[src/rtl/rx_auto_rts_pkg.sv]
package rx_auto_rts_pkg;
  localparam int unsigned SEL_W = 2;

  typedef enum logic [SEL_W-1:0] {
    TRIG_STEP0 = 2'd0,
    TRIG_STEP1 = 2'd1,
    TRIG_STEP2 = 2'd2,
    TRIG_STEP3 = 2'd3
  } trig_sel_e;
endpackage

[src/rtl/rx_auto_rts_ladder.sv]
module rx_auto_rts_ladder
  import rx_auto_rts_pkg::*;
#(
  parameter int unsigned DEPTH = 16,
  parameter int unsigned CNT_W = 5,
  parameter int unsigned LVL0  = 1,
  parameter int unsigned LVL1  = 4,
  parameter int unsigned LVL2  = 8,
  parameter int unsigned LVL3  = 14
) (
  input  logic [SEL_W-1:0] sel,
  output logic [CNT_W-1:0] trig,
  output logic [CNT_W-1:0] upper,
  output logic [CNT_W-1:0] lower
);
  localparam logic [CNT_W-1:0] T0 = CNT_W'(LVL0);
  localparam logic [CNT_W-1:0] T1 = CNT_W'(LVL1);
  localparam logic [CNT_W-1:0] T2 = CNT_W'(LVL2);
  localparam logic [CNT_W-1:0] T3 = CNT_W'(LVL3);
  localparam logic [CNT_W-1:0] TFULL = CNT_W'(DEPTH);
  // lowest step releases only on empty: count < 1
  localparam logic [CNT_W-1:0] TEMPTY = CNT_W'(1);

  always_comb begin
    unique case (trig_sel_e'(sel))
      TRIG_STEP0: begin trig = T0; upper = T1;    lower = TEMPTY; end
      TRIG_STEP1: begin trig = T1; upper = T2;    lower = T0;     end
      TRIG_STEP2: begin trig = T2; upper = T3;    lower = T1;     end
      default:    begin trig = T3; upper = TFULL; lower = T2;     end
    endcase
  end
endmodule

[src/rtl/rx_auto_rts_hyst.sv]
module rx_auto_rts_hyst #(
  parameter int unsigned CNT_W = 5
) (
  input  logic             clk,
  input  logic             rst,
  input  logic             auto_en,
  input  logic             sw_rts_n,
  input  logic [CNT_W-1:0] count,
  input  logic [CNT_W-1:0] upper,
  input  logic [CNT_W-1:0] lower,
  output logic             rts_n
);
  logic throttle_q;
  logic throttle_nxt;

  always_comb begin
    throttle_nxt = throttle_q;
    if (count >= upper)     throttle_nxt = 1'b1;
    else if (count < lower) throttle_nxt = 1'b0;
  end

  always_ff @(posedge clk) begin
    if (rst) begin
      throttle_q <= 1'b1;
      rts_n      <= 1'b1;
    end else if (auto_en) begin
      throttle_q <= throttle_nxt;
      rts_n      <= throttle_nxt;
    end else begin
      throttle_q <= 1'b0;
      rts_n      <= sw_rts_n;
    end
  end
endmodule

[src/rtl/rx_auto_rts_irq.sv]
module rx_auto_rts_irq #(
  parameter int unsigned CNT_W = 5
) (
  input  logic             clk,
  input  logic             rst,
  input  logic [CNT_W-1:0] count,
  input  logic [CNT_W-1:0] trig,
  output logic             irq
);
  always_ff @(posedge clk) begin
    if (rst) irq <= 1'b0;
    else     irq <= (count >= trig);
  end
endmodule

[src/rtl/rx_auto_rts.sv]
module rx_auto_rts
  import rx_auto_rts_pkg::*;
#(
  parameter int unsigned DEPTH = 16,
  parameter int unsigned LVL0  = 1,
  parameter int unsigned LVL1  = 4,
  parameter int unsigned LVL2  = 8,
  parameter int unsigned LVL3  = 14,
  localparam int unsigned CNT_W = $clog2(DEPTH + 1)
) (
  input  logic             clk,
  input  logic             rst,
  input  logic [CNT_W-1:0] fifo_count,
  input  logic [SEL_W-1:0] trig_sel,
  input  logic             auto_rts_en,
  input  logic             sw_rts_n,
  output logic             rts_n,
  output logic             rx_trig_irq
);
  logic [CNT_W-1:0] trig_lvl;
  logic [CNT_W-1:0] upper_lvl;
  logic [CNT_W-1:0] lower_lvl;

  rx_auto_rts_ladder #(
    .DEPTH(DEPTH), .CNT_W(CNT_W),
    .LVL0(LVL0), .LVL1(LVL1), .LVL2(LVL2), .LVL3(LVL3)
  ) u_ladder (
    .sel   (trig_sel),
    .trig  (trig_lvl),
    .upper (upper_lvl),
    .lower (lower_lvl)
  );

  rx_auto_rts_hyst #(.CNT_W(CNT_W)) u_hyst (
    .clk      (clk),
    .rst      (rst),
    .auto_en  (auto_rts_en),
    .sw_rts_n (sw_rts_n),
    .count    (fifo_count),
    .upper    (upper_lvl),
    .lower    (lower_lvl),
    .rts_n    (rts_n)
  );

  rx_auto_rts_irq #(.CNT_W(CNT_W)) u_irq (
    .clk   (clk),
    .rst   (rst),
    .count (fifo_count),
    .trig  (trig_lvl),
    .irq   (rx_trig_irq)
  );
endmodule

[config.mk]
export PLATFORM = sky130hd
export DESIGN_NAME = rx_auto_rts
export DESIGN_NICKNAME = d
export VERILOG_FILES = /design/src/rtl/rx_auto_rts_pkg.sv /design/src/rtl/rx_auto_rts_ladder.sv /design/src/rtl/rx_auto_rts_hyst.sv /design/src/rtl/rx_auto_rts_irq.sv /design/src/rtl/rx_auto_rts.sv
export SDC_FILE = /design/constraint.sdc
export NUM_CORES = 1
export LEC_CHECK = 0
export ABC_AREA = 1
export BUFFER_PORTS_ARGS = -buffer_cell sky130_fd_sc_hd__buf_2
export CAP_MARGIN = 25
export CORE_AREA = 4 4 41 43
export CTS_CLUSTER_DIAMETER = 80
export DETAILED_ROUTE_END_ITERATION = 8
export DIE_AREA = 0 0 45 47
export PLACE_DENSITY = 0.68
export SETUP_SLACK_MARGIN = 0.15
export SLEW_MARGIN = 10
export SYNTH_ARGS = -nofsm -noshare
export SYNTH_HDL_FRONTEND = slang
export SYNTH_SLANG_ARGS = --single-unit
[constraint.sdc]
create_clock -name clk -period 2.55 [get_ports clk]
set_input_delay 0.51 -clock clk [delete_from_list [all_inputs] [get_ports clk]]
set_output_delay 0.51 -clock clk [all_outputs]
set_load 0.01 [all_outputs]
==> impl_metrics.py <==
metrics = {
    "floorplanning": {
        "initial_core_util_pct": 35.7,
        "die_area_um2": 2120,
        "core_area_um2": 1300,
        "die_h_um": 47,
        "fp.dieW_um": 45,
        "rows": 13,
        "num_io_pins": 13,
    },
    "setup_path": {
        "critPathTopFamily": "adder cells",
        "rrSetupSlack_ns": 1.93,
        "worstPathMaxFanout": 4,
        "r2r-end": "u_hyst.rts_n$_SDFF_PP1_",
        "crit_top_cell": "nand2_1",
        "start_kind": "input port",
        "ff2ff_path_depth": 4,
        "required_ns": 2.68,
        "crit_slowest_cell": "ha_1",
        "endpoint_kind": "flop",
        "cp_slowest_stage_delay_ns": 0.29,
        "arrival_ns": 1.82,
        "worstSetupPathType": "in -> reg",
        "cp_num_buf_inv": 2,
        "r2r-start": "u_hyst.throttle_q$_SDFF_PP1_",
        "crit_chain": "buf_2 > ha_1 > inv_1 > o21ai_0 > ha_1 > nand2_1 > nand2_1 > nand2_1 > nand2_1 > nor2_1 > nand2_1 > nand2_2 > nand3_2",
        "startpoint": "trig_sel[0]",
    },
    "detailed_routing": {
        "drtIter0Drc": 3,
        "vias_per_cell": 4.34,
        "drtPass1Iterations": 4,
        "wl_um": 836,
        "post_drt_wl_per_cell_um": 8.36,
        "vias": 434,
        "ant_nets": 0,
        "drcViolationCount": 0,
    },
    "synth": {
        "yosysUniqueCellTypes": 14,
        "synth_area_per_cell_um2": 6.73,
        "synthTopCellsByArea": "ha_1 (40%), nand2_1 (14%), dfxtp_1 (13%)",
        "yosys_warnings": 0,
        "syn_area_um2": 464,
        "yosysTopAreaCell": "ha_1",
        "synth_nets": 95,
        "syn_inst": 69,
        "ys_seq_area_share_pct": 12.9,
        "synth-seq-cells": 3,
        "synth_top_area_share_pct": 40.4,
    },
    "timing": {
        "hold_viol_final": 0,
        "worst_pin_slew_ns": 0.152,
        "clock.fmax_ghz": 0.593,
        "finalSetupViolations": 0,
        "grt_setup_unrepaired": "no",
        "period_share_pct": 66.1,
        "post-route-min-period_ns": 1.69,
        "fin_setup_tns_ns": 0,
        "final_max_slew_viol_count": 0,
        "skew_ns": 0.000653,
        "relSlewSlack_pct": 89.8,
    },
    "final_layout": {
        "drive_above_1_share_pct": 22.4,
        "nets": 112,
        "syn_to_final_growth_pct": 22.6,
        "final_core_util_pct": 43.8,
        "diodes": 0,
    },
    "clocking": {
        "cts_hold_repair.buffers": 0,
        "clk_root_buffer_cell": "clkbuf_4",
        "clk_latency_ns": 0.24,
        "cts_sinks": 3,
        "cts_tree": "yes",
        "cts_buffer_depth": 2,
        "clk_pin_slew_ns": 0.04,
        "htreeDepth": 1,
        "cts_post_setup_buffers_inserted": 0,
        "cts_buffers": 3,
        "cts_resized": 0,
    },
    "global_route": {
        "antenna_found_initial": 0,
        "overflow": 0,
        "grt_max_degree": 6,
        "grt_pass1_wl_mm": 1.34,
        "track_usage_pct": 9.00,
        "first_global_vias": 370,
    },
    "hold_path": {
        "min_to": "u_irq.irq$_SDFF_PP0_",
        "holdCritPathClass": "in -> reg",
        "holdPathStages": 2,
        "worstHoldStart": "rst",
    },
    "power_and_ir_drop": {
        "power.leakage_nw": 0.361,
        "ir_worst_vdd_uv": 235,
        "power_density_nw_per_um2": 372,
    },
    "placed_design": {
        "place.gp.congestion": 0.782,
        "placement.io_buffers": 12,
        "dp_hpwl_um": 739,
    },
    "outcome": {
        "status": "finished, final reports clean",
    },
    "flow_run": {
        "cap_violations": 0,
    },
}
[cell usage after synthesis, drive strengths merged]
master,n
nand4,1
a21oi,1
ha,15
o21ai,2
dfxtp,3
inv,16
nor3,2
nor2,8
nand2,18
nand3,3
[cells in the final DEF, fill, tap and decap left out]
cell type   n
nand2_1    17
inv_1      15
ha_1       15
buf_2      12
nor2_1      8
clkbuf_4    3
dfxtp_1     3
o21ai_0     2
nand3_1     2
inv_2       1
nor3_2      1
a21oi_1     1
nand2_2     1
nand3_2     1
nand4_1     1
nor3_1      1
clkbuf_1    1
[where the power goes]
part	internal, mW	total (mW)	leakage [nW]	switching (mW)
registers	0.0512	0.0519	0.0251	0.000729
clock network	0.0588	0.0868	0.0150	0.0279
logic	0.0314	0.0729	0.321	0.0416
total	0.141	0.212	0.361	0.0702
[through the flow]
step | total power, mW | hold slack, ns | std cells | instance area [um^2] | setup WS (ns)
2_1_floorplan | 0.103 | 0.513 | 69 | 464 | 0.846
3_3_place_gp | 0.126 | 0.536 | 96 | 543 | 0.600
3_5_place_dp | 0.127 | 0.537 | 96 | 543 | 0.593
4_1_cts | 0.217 | 0.433 | 100 | 569 | 0.847
5_1_grt | 0.236 | 0.439 | 100 | 569 | 0.701
6_report | 0.212 | 0.439 | 100 | 569 | 0.863
[worst reg2reg max path, stage by stage (launching register included)]
cell	delay, ns
dfxtp_1	0.29
nand2_1	0.05
nand2_1	0.06
nand2_2	0.07
nand3_2	0.05
[sequential cells by signal, summed over array words and instances, names as in the netlist]
name,flops
u_hyst.rts_n,1
u_irq.irq,1
u_hyst.throttle_q,1
[area by class of cell]
cell class / instances / area [um^2]
Sequential cell: 3 / 60.1
Timing Repair Buffer: 12 / 60.1
Inverter: 16 / 60.1
Clock buffer: 4 / 26.3
Fill cell: 141 / 732
Multi-Input combinational cell: 50 / 344
Tap cell: 15 / 18.8
[worst max path at each step]
stage | endpoint | slack [ns] | cells after the start
2_1_floorplan | u_hyst.rts_n$_SDFF_PP1_ | 0.85 | 12
3_3_place_gp | u_hyst.rts_n$_SDFF_PP1_ | 0.60 | 13
3_5_place_dp | u_hyst.rts_n$_SDFF_PP1_ | 0.59 | 13
4_1_cts | u_hyst.rts_n$_SDFF_PP1_ | 0.85 | 13
5_1_grt | u_hyst.rts_n$_SDFF_PP1_ | 0.70 | 13
6_report | u_hyst.rts_n$_SDFF_PP1_ | 0.86 | 13
[metal layers]
| layer | routed length (um) | track usage, % |
|---|---|---|
| met2 | 380 | 13.3 |
| met4 | 0 | 3.51 |
| met3 | 67 | 4.60 |
| met5 | 0 | 0 |
| met1 | 388 | 11.1 |
[logic make-up after synthesis]
kind of cell,Yosys count,synth area share (%)
buf+inv,16,12.9
compound gates,3,3.23
flops,3,12.9
simple gates,32,30.5
fa+ha+maj,15,40.4
(Power assumes the default switching activity.)
